## src/rtl/cmdchain_pkg.sv

```systemverilog
package cmdchain_pkg;

    localparam int unsigned WORD_W   = 32;
    localparam int unsigned PIO_AW   = 4;
    localparam int unsigned HDR_LAST = 2;
    localparam logic [15:0] MAX_BYTES = 16'hFF00;

    typedef enum logic [1:0] {
        OP_NONE     = 2'd0,
        OP_TO_MEM   = 2'd1,
        OP_FROM_MEM = 2'd2,
        OP_RSVD     = 2'd3
    } op_e;

    typedef struct packed {
        logic [3:0] pio_n;
        logic       flush;
        logic       halt;
        logic       wait_end;
        logic       dec_sem;
        logic       irq;
        logic       chain;
        op_e        op;
    } ctrl_t;

    typedef enum logic [2:0] {
        S_IDLE, S_NEXT, S_HDR, S_PIO, S_XFER, S_WEND, S_DONE
    } state_e;

    function automatic ctrl_t unpack_ctrl(input logic [15:0] f);
        ctrl_t c;
        c.op       = op_e'(f[1:0]);
        c.chain    = f[2];
        c.irq      = f[3];
        c.dec_sem  = f[6];
        c.wait_end = f[7];
        c.halt     = f[8];
        c.flush    = f[9];
        c.pio_n    = f[15:12];
        return c;
    endfunction

    function automatic logic [15:0] beats_of(input logic [15:0] nbytes);
        logic [16:0] t;
        t = {1'b0, nbytes} + 17'd3;
        return {1'b0, t[16:2]};
    endfunction

endpackage

```

## src/rtl/cmdchain_sem.sv

```systemverilog
module cmdchain_sem #(
    parameter int unsigned SW = 8
) (
    input  logic          clk,
    input  logic          rst,
    input  logic          clr,
    input  logic          add_en,
    input  logic [SW-1:0] add_val,
    input  logic          dec,
    output logic [SW-1:0] count,
    output logic          zero
);
    logic [SW:0]   sum;
    logic [SW-1:0] capped;

    always_comb begin
        sum    = {1'b0, count} + {1'b0, (add_en ? add_val : {SW{1'b0}})};
        capped = sum[SW] ? {SW{1'b1}} : sum[SW-1:0];
    end

    always_ff @(posedge clk) begin
        if (rst || clr)
            count <= '0;
        else if (dec && capped != '0)
            count <= capped - SW'(1);
        else
            count <= capped;
    end

    assign zero = (count == '0);
endmodule

```

## src/rtl/cmdchain_xfer.sv

```systemverilog
module cmdchain_xfer #(
    parameter int unsigned AW = 16
) (
    input  logic          clk,
    input  logic          rst,
    input  logic          load,
    input  logic [AW-1:0] load_addr,
    input  logic [15:0]   load_beats,
    input  logic          step,
    input  logic          kill,
    output logic [AW-1:0] buf_addr,
    output logic          left_zero
);
    logic [15:0] left;

    always_ff @(posedge clk) begin
        if (rst) begin
            buf_addr <= '0;
            left     <= '0;
        end else if (load) begin
            buf_addr <= load_addr;
            left     <= load_beats;
        end else begin
            if (step)
                buf_addr <= buf_addr + AW'(1);
            if (kill)
                left <= '0;
            else if (step)
                left <= left - 16'd1;
        end
    end

    assign left_zero = (left == 16'd0);
endmodule

```

## src/rtl/cmdchain_fsm.sv

```systemverilog
module cmdchain_fsm
    import cmdchain_pkg::*;
#(
    parameter int unsigned AW = 16
) (
    input  logic                clk,
    input  logic                rst,
    input  logic                chan_reset,
    input  logic                freeze,
    input  logic                cfg_nxt_we,
    input  logic [AW-1:0]       cfg_nxt_addr,
    input  logic                sem_we,
    input  logic                sem_zero,
    output logic                sem_dec,
    input  logic [AW-1:0]       buf_addr,
    input  logic                left_zero,
    output logic                x_load,
    output logic [AW-1:0]       x_addr,
    output logic [15:0]         x_beats,
    output logic                x_step,
    output logic                x_kill,
    output logic                mem_req,
    output logic                mem_we,
    output logic [AW-1:0]       mem_addr,
    output logic [WORD_W-1:0]   mem_wdata,
    input  logic [WORD_W-1:0]   mem_rdata,
    input  logic                mem_ack,
    input  logic                mem_err,
    output logic                pio_we,
    output logic [PIO_AW-1:0]   pio_addr,
    output logic [WORD_W-1:0]   pio_wdata,
    input  logic                in_valid,
    input  logic [WORD_W-1:0]   in_data,
    output logic                in_ready,
    output logic                out_valid,
    output logic [WORD_W-1:0]   out_data,
    input  logic                out_ready,
    input  logic                dev_end,
    input  logic                dev_term,
    output logic                busy,
    output logic                cmpl_pulse,
    output logic                term_pulse,
    output logic                err_pulse
);
    state_e        state;
    logic [AW-1:0] desc_addr, next_ptr, nxt_cmd;
    logic [3:0]    idx;
    ctrl_t         ctrl;
    logic [15:0]   nbytes;
    logic          term_seen;

    logic run, moving, got, bad_len, term_hit, done;

    assign run    = !freeze;
    assign moving = (state == S_XFER) && !left_zero &&
                    (ctrl.op == OP_TO_MEM || ctrl.op == OP_FROM_MEM);

    always_comb begin
        mem_req   = 1'b0;
        mem_we    = 1'b0;
        mem_addr  = buf_addr;
        mem_wdata = in_data;
        unique case (state)
            S_HDR: begin
                mem_req  = run;
                mem_addr = desc_addr + AW'(idx);
            end
            S_PIO: begin
                mem_req  = run;
                mem_addr = desc_addr + AW'(HDR_LAST + 1) + AW'(idx);
            end
            S_XFER: begin
                if (moving) begin
                    if (ctrl.op == OP_TO_MEM) begin
                        mem_req = run && in_valid;
                        mem_we  = 1'b1;
                    end else begin
                        mem_req = run && out_ready;
                    end
                end
            end
            default: ;
        endcase
    end

    assign got      = mem_req && mem_ack && !mem_err;
    assign bad_len  = (state == S_HDR) && (idx == 4'(HDR_LAST)) && (nbytes > MAX_BYTES);
    assign err_pulse = (mem_req && mem_ack && mem_err) || (got && bad_len);

    assign pio_we    = got && (state == S_PIO);
    assign pio_addr  = idx;
    assign pio_wdata = mem_rdata;

    assign in_ready  = got && (state == S_XFER) && mem_we;
    assign out_valid = got && (state == S_XFER) && !mem_we;
    assign out_data  = mem_rdata;

    assign x_step  = got && (state == S_XFER);
    assign x_load  = got && (state == S_HDR) && (idx == 4'(HDR_LAST)) && !bad_len;
    assign x_addr  = mem_rdata[AW-1:0];
    assign x_beats = beats_of(nbytes);

    assign term_hit = run && dev_term && (state == S_XFER || state == S_WEND);
    assign x_kill   = term_hit && (state == S_XFER) && ctrl.flush;

    assign done       = run && (state == S_DONE);
    assign cmpl_pulse = done && ctrl.irq;
    assign term_pulse = done && term_seen && ctrl.halt;
    assign sem_dec    = done && ctrl.dec_sem;
    assign busy       = (state != S_IDLE);

    always_ff @(posedge clk) begin
        if (rst)
            nxt_cmd <= '0;
        else if (done)
            nxt_cmd <= next_ptr;
        else if (cfg_nxt_we)
            nxt_cmd <= cfg_nxt_addr;
    end

    always_ff @(posedge clk) begin
        if (rst || chan_reset) begin
            state     <= S_IDLE;
            idx       <= '0;
            term_seen <= 1'b0;
            if (rst) begin
                desc_addr <= '0;
                next_ptr  <= '0;
                nbytes    <= '0;
                ctrl      <= '0;
            end
        end else if (state == S_IDLE) begin
            if (sem_we)
                state <= S_NEXT;
        end else if (run) begin
            if (term_hit)
                term_seen <= 1'b1;
            unique case (state)
                S_NEXT: begin
                    if (!sem_zero) begin
                        state     <= S_HDR;
                        desc_addr <= nxt_cmd;
                        idx       <= '0;
                        term_seen <= 1'b0;
                    end
                end
                S_HDR: begin
                    if (err_pulse) begin
                        state <= S_IDLE;
                    end else if (got) begin
                        if (idx == 4'd0)
                            next_ptr <= mem_rdata[AW-1:0];
                        if (idx == 4'd1) begin
                            ctrl   <= unpack_ctrl(mem_rdata[15:0]);
                            nbytes <= mem_rdata[31:16];
                        end
                        if (idx == 4'(HDR_LAST)) begin
                            idx   <= '0;
                            state <= (ctrl.pio_n != 4'd0) ? S_PIO : S_XFER;
                        end else begin
                            idx <= idx + 4'd1;
                        end
                    end
                end
                S_PIO: begin
                    if (err_pulse) begin
                        state <= S_IDLE;
                    end else if (got) begin
                        if (idx == ctrl.pio_n - 4'd1) begin
                            idx   <= '0;
                            state <= S_XFER;
                        end else begin
                            idx <= idx + 4'd1;
                        end
                    end
                end
                S_XFER: begin
                    if (err_pulse)
                        state <= S_IDLE;
                    else if (!moving)
                        state <= ctrl.wait_end ? S_WEND : S_DONE;
                end
                S_WEND: begin
                    if (dev_end || dev_term)
                        state <= S_DONE;
                end
                S_DONE: begin
                    if (term_seen && ctrl.halt)
                        state <= S_IDLE;
                    else if (ctrl.chain)
                        state <= S_NEXT;
                    else
                        state <= S_IDLE;
                end
                default: state <= S_IDLE;
            endcase
        end
    end
endmodule

```

## src/rtl/cmdchain_dma.sv

```systemverilog
module cmdchain_dma
    import cmdchain_pkg::*;
#(
    parameter int unsigned AW = 16,
    parameter int unsigned SW = 8
) (
    input  logic                clk,
    input  logic                rst,
    input  logic                cfg_nxt_we,
    input  logic [AW-1:0]       cfg_nxt_addr,
    input  logic                sem_we,
    input  logic [SW-1:0]       sem_wdata,
    input  logic                freeze,
    input  logic                chan_reset,
    output logic                busy,
    output logic [SW-1:0]       sem_cnt,
    output logic [AW-1:0]       cur_buf,
    output logic                mem_req,
    output logic                mem_we,
    output logic [AW-1:0]       mem_addr,
    output logic [WORD_W-1:0]   mem_wdata,
    input  logic [WORD_W-1:0]   mem_rdata,
    input  logic                mem_ack,
    input  logic                mem_err,
    output logic                pio_we,
    output logic [PIO_AW-1:0]   pio_addr,
    output logic [WORD_W-1:0]   pio_wdata,
    input  logic                in_valid,
    input  logic [WORD_W-1:0]   in_data,
    output logic                in_ready,
    output logic                out_valid,
    output logic [WORD_W-1:0]   out_data,
    input  logic                out_ready,
    input  logic                dev_end,
    input  logic                dev_term,
    output logic                cmpl_pulse,
    output logic                term_pulse,
    output logic                err_pulse
);
    logic          sem_zero, sem_dec;
    logic          left_zero, x_load, x_step, x_kill;
    logic [AW-1:0] x_addr;
    logic [15:0]   x_beats;

    cmdchain_sem #(.SW(SW)) u_sem (
        .clk     (clk),
        .rst     (rst),
        .clr     (chan_reset),
        .add_en  (sem_we),
        .add_val (sem_wdata),
        .dec     (sem_dec),
        .count   (sem_cnt),
        .zero    (sem_zero)
    );

    cmdchain_xfer #(.AW(AW)) u_xfer (
        .clk        (clk),
        .rst        (rst),
        .load       (x_load),
        .load_addr  (x_addr),
        .load_beats (x_beats),
        .step       (x_step),
        .kill       (x_kill),
        .buf_addr   (cur_buf),
        .left_zero  (left_zero)
    );

    cmdchain_fsm #(.AW(AW)) u_fsm (
        .clk          (clk),
        .rst          (rst),
        .chan_reset   (chan_reset),
        .freeze       (freeze),
        .cfg_nxt_we   (cfg_nxt_we),
        .cfg_nxt_addr (cfg_nxt_addr),
        .sem_we       (sem_we),
        .sem_zero     (sem_zero),
        .sem_dec      (sem_dec),
        .buf_addr     (cur_buf),
        .left_zero    (left_zero),
        .x_load       (x_load),
        .x_addr       (x_addr),
        .x_beats      (x_beats),
        .x_step       (x_step),
        .x_kill       (x_kill),
        .mem_req      (mem_req),
        .mem_we       (mem_we),
        .mem_addr     (mem_addr),
        .mem_wdata    (mem_wdata),
        .mem_rdata    (mem_rdata),
        .mem_ack      (mem_ack),
        .mem_err      (mem_err),
        .pio_we       (pio_we),
        .pio_addr     (pio_addr),
        .pio_wdata    (pio_wdata),
        .in_valid     (in_valid),
        .in_data      (in_data),
        .in_ready     (in_ready),
        .out_valid    (out_valid),
        .out_data     (out_data),
        .out_ready    (out_ready),
        .dev_end      (dev_end),
        .dev_term     (dev_term),
        .busy         (busy),
        .cmpl_pulse   (cmpl_pulse),
        .term_pulse   (term_pulse),
        .err_pulse    (err_pulse)
    );
endmodule

```

## config.mk

```make
export PLATFORM = sky130hd
export DESIGN_NAME = cmdchain_dma
export DESIGN_NICKNAME = d
export VERILOG_FILES = /design/src/rtl/cmdchain_pkg.sv /design/src/rtl/cmdchain_sem.sv /design/src/rtl/cmdchain_xfer.sv /design/src/rtl/cmdchain_fsm.sv /design/src/rtl/cmdchain_dma.sv
export SDC_FILE = /design/constraint.sdc
export NUM_CORES = 1
export LEC_CHECK = 0
export CORE_UTILIZATION = 35
export CTS_CLUSTER_DIAMETER = 100
export CTS_CLUSTER_SIZE = 30
export DETAILED_ROUTE_END_ITERATION = 10
export SYNTH_ARGS = -nofsm -noshare
export SYNTH_HDL_FRONTEND = slang
export SYNTH_SLANG_ARGS = --single-unit
```

## constraint.sdc

```tcl
create_clock -name clk -period 4.9 [get_ports clk]
set_input_delay 1.225 -clock clk [delete_from_list [all_inputs] [get_ports clk]]
set_output_delay 1.225 -clock clk [all_outputs]
set_load 0.05 [all_outputs]
```

==> results.json <==
{
  "grt_pass1_wl_mm": 34.2,
  "synthesis.area_um2": 8190,
  "synth_common_cells": "buf_4, nand2_1, nor2_1",
  "clkPwrFrac_pct": 44.5,
  "p_sw_share_pct": 27.6,
  "rsz0062_at_grt": "false",
  "post_cts_buffers": 0,
  "synth-seq-cells": 124,
  "final_nets": 1113,
  "wl_per_cell_um": 16.7,
  "pwr-share-seq_pct": 39.7,
  "worst_slew_pin_slew_ps": 1180,
  "cp_cell_sequence": "inv_1 -> ha_1 -> inv_1 -> ha_1 -> a21o_1 -> a21o_1 -> a21oi_1 -> o22ai_2 -> nand3_1 -> xor2_1 -> o21ai_0 -> clkdlybuf4s50_1",
  "fin_cells": 1306,
  "synthDistinctLibCells": 82,
  "setup_violations": 0,
  "maxSlewHeadroom_pct": 20.4,
  "drt-initial-drc-count": 397,
  "fp.dieArea_um2": 24000,
  "synth-edff-count": 60,
  "totalWireLength_mm": 21.8,
  "drc_errors": 0,
  "syn-num-nets": 1029,
  "cpMaxStageDelayCell": "clkdlybuf4s50_1",
  "cp-end-kind": "output pin",
  "postLayoutCoreUtil_pct": 45.1,
  "intPower_mw": 2.13,
  "clkSinkCount": 124,
  "cp-start-kind": "flip-flop",
  "vdd_ir_drop_max_v": 0.000256,
  "yosysMostFrequentCell": "buf_4",
  "yosysTopAreaCellShare_pct": 22.0,
  "antenna_cells": 0,
  "synth_top_area_cell": "edfxtp_1",
  "async_flop_share_pct": 0,
  "dp.cells": 1274,
  "fp.dieW_um": 155,
  "status": "completed",
  "first_global_vias": 6398,
  "initial_utilization_pct": 35.9,
  "track_usage_pct": 18.4,
  "netlist_instances": 896,
  "root_buffer": "clkbuf_16",
  "period_needed_ps": 4650,
  "drive_above_1_share_pct": 9.57,
  "cts_tree": "built",
  "row_count": 55,
  "vias": 6649,
  "cp.buffers_inverters": 3,
  "synth_area_per_cell_um2": 9.14,
  "ys_warn_count": 0,
  "netlist_top_cells_area": "edfxtp_1, dfxtp_1, buf_4",
  "critical_path_class": "flip-flop to output pin",
  "ys_seq_area_share_pct": 37.7,
  "cpPeakStageDelay_ps": 840,
  "crit_fanout": 7,
  "antenna_found_initial": 0,
  "chipHeight_um": 155,
  "globalRouteOverflowTotal": 0,
  "maxCapViolCount": 0,
  "crit_arrival_ps": 3420,
  "pin_count": 249,
  "dp_hpwl_mm": 16.0,
  "clk_latency_ps": 420,
  "portBuffers": 184,
  "drtAntennaViolNets": 0,
  "required_ps": 3670,
  "clock.fmax_mhz": 215,
  "core-area_um2": 22800,
  "via_per_inst": 5.09,
  "htree_levels": 4,
  "cts_buffer_depth": 2,
  "ys.flop_type": "dfxtp_1",
  "crit_family": "buffers and inverters",
  "p_switching_mw": 0.813,
  "grt_max_degree": 53,
  "final.setup_skew_ps": 12.0,
  "p_leak_nw": 3.82,
  "cts_resized": 0,
  "power_density_nw_per_um2": 287,
  "final_hold_viol_count": 0,
  "drt_first_pass_iters": 5,
  "holdWs_ps": 501,
  "timing.final.max_slew_violations": 0,
  "cts_made_buffers": 17,
  "pwr-share-comb_pct": 15.8,
  "min_path_type": "flip-flop to flip-flop",
  "cts_hold_buf": 0,
  "syn_to_final_growth_pct": 25.4,
  "fin_crit_sh_pct": 94.8,
  "gp_congestion": 0.842,
  "path_clk_slew_ps": 60
}
## cells by family (layout without fill, tap and decap cells)
family / Yosys count / in the layout / share of synthesized area, %
AND/OR/NAND/NOR: 335 / 335 / 21.6
AO/OA/AOI/OAI: 171 / 171 / 14.5
buffers and inverters: 159 / 256 / 12.7
flip-flops: 124 / 124 / 37.7
XOR/XNOR: 55 / 55 / 5.88
adder cells (fa/ha/maj): 33 / 33 / 5.41
multiplexers: 19 / 19 / 2.32
## stage by stage
step                      power, mW  setup TNS [ps]  area [µm²]  setup slack (ps)
after floorplan                1.58               0        8190              28.9
after global placement         1.66               0        9650              98.2
after detailed placement       1.66           -11.7        9650             -11.7
after CTS                      2.98               0       10300              19.4
after global routing           3.06               0       10300              38.3
final                          2.95               0       10300               254
## state kept, by name, summed over array words and instances (netlist names)
signal,cells
u_fsm.desc_addr,16
u_fsm.nbytes,16
u_fsm.next_ptr,16
u_fsm.nxt_cmd,16
u_xfer.buf_addr,16
u_xfer.left,16
u_fsm.ctrl,12
u_sem.count,8
u_fsm.pio_addr,4
u_fsm.state,3
u_fsm.term_seen,1
## final cells by class
type / count / area (µm²)
Fill cell: 2210 / 12500
Multi-Input combinational cell: 613 / 4090
Sequential cell: 124 / 3080
Timing Repair Buffer: 199 / 2000
Clock buffer: 18 / 429
Tap cell: 313 / 392
Clock inverter: 14 / 184
Inverter: 25 / 93.8
## tightest hold or removal path, stage by stage, from the launching register on
cell and delay [ps]:
dfxtp_1 310, o21ai_0 70, a21oi_1 60
## layout by cell type, fill, tap and decap left out, drive strengths merged, types with 4 or more instances in the layout
| cell | n |
|---|---|
| inv | 30 |
| ha | 29 |
| nand2 | 77 |
| clkinv | 5 |
| o21ai | 47 |
| nand2b | 8 |
| a31oi | 14 |
| fa | 4 |
| clkbuf | 18 |
| xnor2 | 32 |
| and2 | 66 |
| and3 | 11 |
| nor4 | 13 |
| a32oi | 5 |
| dfxtp | 64 |
| nand3 | 15 |
| nor3b | 6 |
| or2 | 8 |
| a21o | 5 |
| xor2 | 23 |
| clkdlybuf4s50 | 171 |
| edfxtp | 60 |
| or3 | 12 |
| a211oi | 20 |
| mux2i | 19 |
| nand4 | 12 |
| a31o | 4 |
| buf | 28 |
| nor2b | 6 |
| nor3 | 21 |
| nor2 | 70 |
| a22oi | 6 |
| a21oi | 37 |
| a311oi | 4 |
## power groups by stage
| stage | Sequential, mW | Clock, mW | Combinational [mW] |
|---|---|---|---|
| 2_1_floorplan | 1.19 | 0 | 0.393 |
| 3_3_place_gp | 1.19 | 0 | 0.466 |
| 3_5_place_dp | 1.19 | 0 | 0.466 |
| 4_1_cts | 1.17 | 1.34 | 0.469 |
| 5_1_grt | 1.17 | 1.39 | 0.500 |
| 6_report | 1.17 | 1.31 | 0.466 |
## final timing paths
path | from | endpoint | slack, ps | depth (start not counted)
worst min-delay path | u_xfer.left[15] | u_xfer.left[15] | 500 | 2
worst max-delay path | u_fsm.pio_addr[0] | mem_addr[8] | 250 | 12
worst min register to register | u_xfer.left[15] | u_xfer.left[15] | 500 | 2
worst max register to register | u_sem.count[0] | u_sem.count[6] | 1490 | 12
## metal layers
metal / up-vias / share of wire, % / wire [µm] / global-route usage, %
met5: - / 0 / 0 / 0
li1: 3241 / - / - / -
met4: 0 / 1.4 / 312 / 5.42
met2: 212 / 48 / 10400 / 30.2
met3: 27 / 5.1 / 1110 / 4.09
met1: 3169 / 46 / 9940 / 24.2
Note: power is estimated with default switching activity, not from simulation.
